## config.mk

```make
export PLATFORM = sky130hd
export DESIGN_NAME = tmr_periodic
export DESIGN_NICKNAME = d
export VERILOG_FILES = /design/src/rtl/tmr_pkg.sv /design/src/rtl/tmr_prescale.sv /design/src/rtl/tmr_count.sv /design/src/rtl/tmr_periodic.sv
export SDC_FILE = /design/constraint.sdc
export NUM_CORES = 1
export LEC_CHECK = 0
export BUFFER_PORTS_ARGS = -buffer_cell sky130_fd_sc_hd__buf_2
export CAP_MARGIN = 5
export CORE_ASPECT_RATIO = 1.1
export CORE_MARGIN = 5
export CORE_UTILIZATION = 53
export CTS_BUF_LIST = sky130_fd_sc_hd__clkbuf_8
export DETAILED_ROUTE_END_ITERATION = 10
export GPL_ROUTABILITY_DRIVEN = 0
export PLACE_DENSITY_LB_ADDON = 0.25
export RECOVER_POWER = 100
export SLEW_MARGIN = 40
export SYNTH_ARGS = -nofsm -noshare
export SYNTH_HDL_FRONTEND = slang
export SYNTH_SLANG_ARGS = --single-unit
```

## constraint.sdc

```tcl
create_clock -name clk -period 3.35 [get_ports clk]
set_clock_uncertainty 0.15 [all_clocks]
set_input_delay 0.67 -clock clk [delete_from_list [all_inputs] [get_ports clk]]
set_output_delay 0.67 -clock clk [all_outputs]
set_load 0.02 [all_outputs]
```

## src/rtl/tmr_pkg.sv

```systemverilog
package tmr_pkg;
  // Word indices within the register window
  localparam logic [7:0] OFS_LOAD  = 8'h00;
  localparam logic [7:0] OFS_VALUE = 8'h01;
  localparam logic [7:0] OFS_CTRL  = 8'h02;
  localparam logic [7:0] OFS_ACK   = 8'h03;
  localparam logic [7:0] OFS_RAW   = 8'h04;
  localparam logic [7:0] OFS_MSK   = 8'h05;
  localparam logic [7:0] OFS_BGLD  = 8'h06;

  // Control bit positions
  localparam int CB_WIDE = 1;
  localparam int CB_PRE  = 2;
  localparam int CB_IE   = 5;
  localparam int CB_EN   = 7;

  localparam logic [31:0] ACK_TAG = 32'h544D_5241;

  typedef enum logic [1:0] {
    PRE_DIV1   = 2'b00,
    PRE_DIV16  = 2'b01,
    PRE_DIV256 = 2'b10,
    PRE_ALT1   = 2'b11
  } pre_sel_e;
endpackage

```

## src/rtl/tmr_prescale.sv

```systemverilog
module tmr_prescale
  import tmr_pkg::*;
#(
  parameter int STAGE_W = 8
) (
  input  logic     clk,
  input  logic     rst_n,
  input  logic     clr,
  input  logic     run,
  input  logic     tick,
  input  pre_sel_e sel,
  output logic     step
);
  localparam logic [STAGE_W-1:0] MID_MASK = STAGE_W'(15);
  localparam logic [STAGE_W-1:0] TOP_MASK = {STAGE_W{1'b1}};

  logic [STAGE_W-1:0] phase_q;
  logic [STAGE_W-1:0] mask;

  always_comb begin
    unique case (sel)
      PRE_DIV16:  mask = MID_MASK;
      PRE_DIV256: mask = TOP_MASK;
      default:    mask = '0;
    endcase
  end

  assign step = run && tick && ((phase_q & mask) == mask);

  always_ff @(posedge clk) begin
    if (!rst_n || clr) phase_q <= '0;
    else if (run && tick) phase_q <= phase_q + 1'b1;
  end
endmodule

```

## src/rtl/tmr_count.sv

```systemverilog
module tmr_count #(
  parameter int W        = 32,
  parameter int NARROW_W = 16
) (
  input  logic         clk,
  input  logic         rst_n,
  input  logic         restart,
  input  logic         wide,
  input  logic [W-1:0] period,
  input  logic         step,
  output logic [W-1:0] count,
  output logic         expire
);
  localparam logic [W-1:0] NARROW_MASK = {{(W-NARROW_W){1'b0}}, {NARROW_W{1'b1}}};

  logic [W-1:0] cnt_q;
  logic [W-1:0] mask;
  logic [W-1:0] cur;

  assign mask   = wide ? {W{1'b1}} : NARROW_MASK;
  assign cur    = cnt_q & mask;
  assign count  = cur;
  assign expire = step && !restart && (cur == '0);

  always_ff @(posedge clk) begin
    if (!rst_n)           cnt_q <= '0;
    else if (restart)     cnt_q <= period & mask;
    else if (step) begin
      if (cur == '0)      cnt_q <= period & mask;
      else                cnt_q <= (cur - 1'b1) & mask;
    end
  end
endmodule

```

## src/rtl/tmr_periodic.sv

```systemverilog
module tmr_periodic
  import tmr_pkg::*;
#(
  parameter int DATA_W   = 32,
  parameter int ADDR_W   = 10,
  parameter int NARROW_W = 16,
  parameter int STAGE_W  = 8
) (
  input  logic              clk,
  input  logic              rst_n,
  input  logic              tick_i,
  input  logic              bus_en_i,
  input  logic              bus_we_i,
  input  logic [ADDR_W-1:2] bus_addr_i,
  input  logic [DATA_W-1:0] bus_wdata_i,
  output logic [DATA_W-1:0] bus_rdata_o,
  output logic              irq_o
);
  localparam int WORD_W = ADDR_W - 2;

  logic [WORD_W-1:0] word;
  logic wr, rd;
  logic wr_load, wr_ctrl, wr_ack, wr_bgld;

  logic [DATA_W-1:0] period_q, period_nxt;
  logic en_q, ie_q, wide_q, wide_nxt;
  pre_sel_e pre_q;
  logic flag_q;

  logic step, expire, restart;
  logic [DATA_W-1:0] cnt_val;

  assign word    = bus_addr_i;
  assign wr      = bus_en_i && bus_we_i;
  assign rd      = bus_en_i && !bus_we_i;
  assign wr_load = wr && (word == WORD_W'(OFS_LOAD));
  assign wr_ctrl = wr && (word == WORD_W'(OFS_CTRL));
  assign wr_ack  = wr && (word == WORD_W'(OFS_ACK));
  assign wr_bgld = wr && (word == WORD_W'(OFS_BGLD));

  assign period_nxt = (wr_load || wr_bgld) ? bus_wdata_i : period_q;
  assign wide_nxt   = wr_ctrl ? bus_wdata_i[CB_WIDE] : wide_q;
  assign restart    = wr_load || (wr_ctrl && bus_wdata_i[CB_EN]);

  always_ff @(posedge clk) begin
    if (!rst_n) begin
      period_q <= '0;
      en_q     <= 1'b0;
      ie_q     <= 1'b1;
      wide_q   <= 1'b0;
      pre_q    <= PRE_DIV1;
      flag_q   <= 1'b0;
    end else begin
      period_q <= period_nxt;
      if (wr_ctrl) begin
        en_q   <= bus_wdata_i[CB_EN];
        ie_q   <= bus_wdata_i[CB_IE];
        wide_q <= bus_wdata_i[CB_WIDE];
        pre_q  <= pre_sel_e'(bus_wdata_i[CB_PRE+1:CB_PRE]);
      end
      if (expire)      flag_q <= 1'b1;
      else if (wr_ack) flag_q <= 1'b0;
    end
  end

  tmr_prescale #(.STAGE_W(STAGE_W)) u_pre (
    .clk  (clk),
    .rst_n(rst_n),
    .clr  (wr_ctrl),
    .run  (en_q),
    .tick (tick_i),
    .sel  (pre_q),
    .step (step)
  );

  tmr_count #(.W(DATA_W), .NARROW_W(NARROW_W)) u_cnt (
    .clk    (clk),
    .rst_n  (rst_n),
    .restart(restart),
    .wide   (wide_nxt),
    .period (period_nxt),
    .step   (step),
    .count  (cnt_val),
    .expire (expire)
  );

  assign irq_o = flag_q && ie_q;

  always_comb begin
    bus_rdata_o = '0;
    if (rd) begin
      unique case (word)
        WORD_W'(OFS_LOAD), WORD_W'(OFS_BGLD): bus_rdata_o = period_q;
        WORD_W'(OFS_VALUE): bus_rdata_o = cnt_val;
        WORD_W'(OFS_CTRL): begin
          bus_rdata_o[CB_EN]              = en_q;
          bus_rdata_o[CB_IE]              = ie_q;
          bus_rdata_o[CB_WIDE]            = wide_q;
          bus_rdata_o[CB_PRE+1:CB_PRE]    = pre_q;
        end
        WORD_W'(OFS_ACK): bus_rdata_o = DATA_W'(ACK_TAG);
        WORD_W'(OFS_RAW): bus_rdata_o[0] = flag_q;
        WORD_W'(OFS_MSK): bus_rdata_o[0] = flag_q && ie_q;
        default: bus_rdata_o = '0;
      endcase
    end
  end
endmodule

```

* After elaboration in Yosys (flattened, before gate mapping) *
Cells that the tools add are included.

storage, ports and cells
  bits in registers = 78
  word-level logic and storage cells = 63
  input bits = 45

cells by class
  equal/unequal tests = 9
  reductions and logical operators = 23
  add/subtract/negate cells = 2
  multiplexer cells = 17
  bitwise logic cells = 4

operators by type and width
  cell                     number
  $mux W32                 6
  $and A32 B32 Y32         3
  $pmux W24 S3             1
  $logic_not A32 Y1        1
  $sub A32 B1 Y32 const B  1
  $eq A8 B3 Y1 const B     3
  $eq A8 B2 Y1 const B     2
  $pmux W8 S2              1
  $logic_and A1 B1 Y1      12
  $pmux W1 S3              3
  $pmux W3 S3              1
  $add A8 B1 Y8 const B    1
  $and A8 B8 Y8            1
  $eq A8 B1 Y1 const B     1
  $eq A8 B8 Y1             1
  $logic_not A8 Y1         1
  $pmux W1 S5              1
  $reduce_bool A2 Y1       2
  $logic_not A1 Y1         3
  $logic_or A1 B1 Y1       3
  $mux W1                  3
  $eq A2 B1 Y1 const B     1
  $eq A2 B2 Y1 const B     1
  $pmux W1 S2              1
  $reduce_or A2 Y1         1

* Logic depth before layout (Yosys ltp) *
  depth after elaboration = 10
  depth in mapped cells = 10
  depth with buffers taken out = 8

* Modules after synthesis *
From an unflattened synthesis, not the netlist that was laid out.

unflattened totals
  cell total of the unflattened synthesis = 738
  area total of the unflattened synthesis = 5769.3 µm²

modules (own cells, without submodules)
  module        area each (µm²)  instances  cells each  sequential area each (µm²)
  tmr_periodic  2844.0           1          355         760.7
  tmr_count     2519.9           1          336         640.6
  tmr_prescale  405.4            1          47          160.2

* Worst setup path after synthesis *
No wires, ideal clock.

  path type = in2out
  from = in bus_addr_i[4] (netlist name)
  to = out bus_rdata_o[30]
  slack = -233 ps
  stages = 9
  path buffers = 4
  arrival time = 2763 ps
  path through = clkbuf_1 > nor4_2 > and4_1 > clkbuf_1 > and2_0 > clkbuf_1 > clkbuf_1 > a221oi_1 > nor2_1

on the way
  longest elaborated chain between the ends = 7
  elaborated cells between the ends (all ways) = 12
  those cells by class = eq/ne (4); mux (4); bitwise (1); reduce/logical (3)

ends and longest elaborated chain
  element              line                source
  start: declaration   tmr_periodic.sv:14  input logic [ADDR_W-1:2] bus_addr_i,
  $eq A8 B2 Y1         tmr_periodic.sv:37  assign wr_ctrl = wr && (word == WORD_W'(OFS_CTRL));
  $logic_and A1 B1 Y1  tmr_periodic.sv:37
  $mux W1              n/a
  $mux W32             tmr_count.sv:20     assign mask = wide ? {W{1'b1}} : NARROW_MASK;
  $and A32 B32 Y32     tmr_count.sv:21     assign cur = cnt_q & mask;
  $pmux W24 S3 (*)     tmr_periodic.sv:92  unique case (word)
  $mux W32 (*)         tmr_periodic.sv:91  if (rd) begin
  end: declaration     tmr_periodic.sv:16  output logic [DATA_W-1:0] bus_rdata_o,

Mark *: on every way between the ends. The rest lies on a longest branch, timed or not.

* Final worst setup path *
  from = in bus_addr_i[7] (netlist name)
  to = out bus_rdata_o[14]

on the way
  longest elaborated chain between the ends = 4
  elaborated cells between the ends (all ways) = 7
  those cells by class = eq/ne (3); mux (2); reduce/logical (2)

ends and longest elaborated chain
  element                                           line
  $eq A8 B3 Y1 or $logic_not A8 Y1 (tied branches)  tmr_periodic.sv:92
  $reduce_or A2 Y1                                  tmr_periodic.sv:92
  $pmux W24 S3 (*)                                  tmr_periodic.sv:92
  $mux W32 (*)                                      tmr_periodic.sv:91

Marked as above.

==> impl_results.md <==
- Total number of vias: 5208
- DR DRC count: 0
- Hold Path Depth: 2
- Area grow syn2layout: 17.1%
- Distinct cell type count after synthesis: 70
- Post-Layout Inst Area: 5600 sq um
- Syn nets: 663
- NetSw: around 410 uW
- Worst min path class: flip-flop to flip-flop
- Net Sw Frac: 0.220
- Avg Cell Area, Syn: roughly 7.8 sq um
- Rel. slew slack: 0.151
- Leakage Power: between 0.002 and 0.0025 uW
- Most frequent cells in the layout: nor2_1, dfxtp_1, buf_2
- Int Power: roughly 1400 uW
- Initial antenna violation count: 0
- Die width: ~100 um
- CP Cell Sequence: buf_2 > nor3_1 > and4b_1 > and2_1 > clkbuf_2 > a221oi_1 > nor2_1 > clkbuf_2
- Mapped Cells: about 600
- Met3 WL post-DR: ~1000 um
- Hold path endpoint: pre_q[1]
- Hold path startpoint: pre_q[1]
- Die H: 110 um
- Design Power: 1840 uW
- Yosys warns: 0
- Core area: about 8800 sq um
- Routed Antenna Nets: 0
- Crit end category: output port
- Ratio of cells with drive above 1 in the final layout: 0.196
- Seq/Total Area, Yosys: 0.326
- DP Area: between 5000 and 6000 sq um
- Status: complete, no violations
- CP peak stage delay: 0.35 ns
- DP HPWL: 10700 um
- Die area: roughly 11000 sq um
- Register-to-register setup slack: 0.16 ns
- Min Tclk post-route: 3.21 ns
- Element type at the critical path start: input port
- Dominant delay contributor by cell family on the critical path: simple AND/OR/NAND/NOR gates
- TritonRoute pass-1 iters: 6
- Final Max Slew Viols: 0
- Final period utilization: 0.958
- Crit Reg-Reg Endpoint: u_cnt.cnt_q[28]
- Clock latency on the worst-skew pair: roughly 0.36 ns
- Via density: around 6.5
- CTS root buf: clkbuf_8
- Combinational share of power: 0.050
- Vias in the first global route: approximately 4900
- Slowest cell on crit path: clkbuf_2
- Required time worst endpoint: around 2.5 ns
- Post-synthesis cell area: roughly 4800 sq um
- Peak supply drop: 0.239 mV
- Synthesis-stage register bit count: 78
- Starting DRT DRC Count: 459
- Hold slack final: 0.344 ns
- First-pass GRT wire length: approximately 24000 um
- Reg clk slew, reported paths: around 0.08 ns
- H-tree levels: 3
- FFs w/ async S/R, synth: 0
- Fin util: 0.635
- Worst R2R Path Depth: 9
- Maximum Capacitance Violations: 0
- R2r startpoint: u_cnt.cnt_q[0]
- Seq pwr share: 0.503
- Met2 Routed Length: 7220 um
- Pwr/cell area: 329 nW/um^2
- CTS tree: built
- DRT met1 WL: slightly above 6000 um
- CTS Buffer Depth: 2
- Commonest non-fill, non-tap cell in the layout: nor2_1
- CP Max Fanout: 11
- Buffers on Ports: 77
- Routed WL: between 10000 and 15000 um
- Ant. Diodes: 0
- Total CTS buffers: 9
- Cell Rows: 36
- Hold_buf cts: 0
- Hold Fails Final Rpt: 0
- Data arrival time of the worst path: 2.39 ns
- Bufs and invs on worst path: 3
- Tot GR Track Use: 0.272
- Worst path most repeated cell: clkbuf_2
- Clock sinks: 78
- RSZ-0062 raised after global routing: true
- Number of enable flip-flop cells after synthesis: 0
- Fmax: around 310 MHz
- Final setup vio count: 0
- CP Class: input port to output port
- Highest metal used: met4
- Grt ovf: 0
- Worst Tran Pin Value: ~1.3 ns
- Pin count of the biggest net entering global routing: 34
- Fin nets: around 730
- Ys flop type: dfxtp_1
- WL/cell: approximately 18 um
- Clock share of power: 0.447
- I/O Pins: between 70 and 80
- Starting Density: 0.542
[tightest hold or removal path, cell delays in order (launching register included)]
cell,delay (ns)
dfxtp_1,0.34
nand2_1,0.06
a21oi_1,0.05
[timing repair]
item                                    in CTS  in global routing
endpoints found under the setup margin       0                  5
setup buffers                                0                  0
gates resized for setup                      0                  2
[power groups by stage]
| stage | clock network [uW] | registers, uW | logic [uW] |
|---|---|---|---|
| after floorplan | 0 | 949 | 42.7 |
| after global placement | 0 | 949 | 88.7 |
| after detailed placement | 0 | 949 | 91.4 |
| after CTS | 831 | 927 | 91.8 |
| after global routing | 863 | 928 | 98.9 |
| final | 823 | 927 | 92.0 |
[Yosys cell counts, types with 8 or more instances]
library cell,count,share of area
nand2_1,43,0.034
nand3_1,23,0.024
dfxtp_1,78,0.33
nor4_1,15,0.020
a22oi_1,26,0.041
a31oi_1,8,0.010
clkbuf_1,40,0.031
and3_1,8,0.010
nand4_1,12,0.016
o21ai_0,24,0.025
a221oi_1,11,0.020
a21oi_1,25,0.026
inv_1,13,0.010
nor2_1,99,0.078
nor3_1,16,0.017
mux2i_1,33,0.069
[per-stage QoR]
step	cells	setup TNS (ns)	setup slack (ns)
after floorplan	614	0	0.0385
after global placement	786	0	0.159
after detailed placement	786	0	0.144
after CTS	802	0	0.124
after global routing	802	-0.0253	-0.0132
final	802	0	0.142
[cells by family after synthesis]
logic type / after synthesis / synth area share
DFF: 78 / 0.326
adders and majority gates: 4 / 0.0105
buffers and inverters: 64 / 0.0536
muxes: 39 / 0.0840
and+or+nand+nor: 263 / 0.273
AOI/OAI and AO/OA: 156 / 0.235
xor gates and xnor gates: 10 / 0.0183
[layout make-up]
cell class                 instances  area (sq um)
tap                              114           143
inverter                          14          52.6
clock buffer                      12           165
clock inverter                     4          68.8
multi-input combinational        472          3020
fill                             790          3230
timing repair buffer             108           589
sequential                        78          1560
[routing by layer]
| layer | GRT usage | vias to the layer above |
|---|---|---|
| met2 | 0.464 | 260 |
| li1 | - | 2431 |
| met4 | 0.130 | 0 |
| met1 | 0.337 | 2473 |
| met3 | 0.0374 | 44 |
| met5 | 0 | - |
[state kept, by name, summed over array words and instances (netlist names)]
register,count
u_pre.phase_q,8
ie_q,1
en_q,1
flag_q,1
pre_q,2
period_q,32
wide_q,1
u_cnt.cnt_q,32
[worst max path at each step]
| stage | to | slack (ns) | start | depth (start not counted) |
|---|---|---|---|---|
| after detailed placement | bus_rdata_o[26] | 0.14 | bus_addr_i[6] | 9 |
| after floorplan | bus_rdata_o[30] | 0.04 | bus_addr_i[4] | 9 |
| after global placement | bus_rdata_o[26] | 0.16 | bus_addr_i[6] | 9 |
| after CTS | bus_rdata_o[19] | 0.12 | bus_addr_i[6] | 9 |
| after global routing | bus_rdata_o[19] | -0.01 | bus_addr_i[7] | 9 |
| final | bus_rdata_o[14] | 0.14 | bus_addr_i[7] | 8 |
Note: power is estimated with default switching activity, not from simulation.
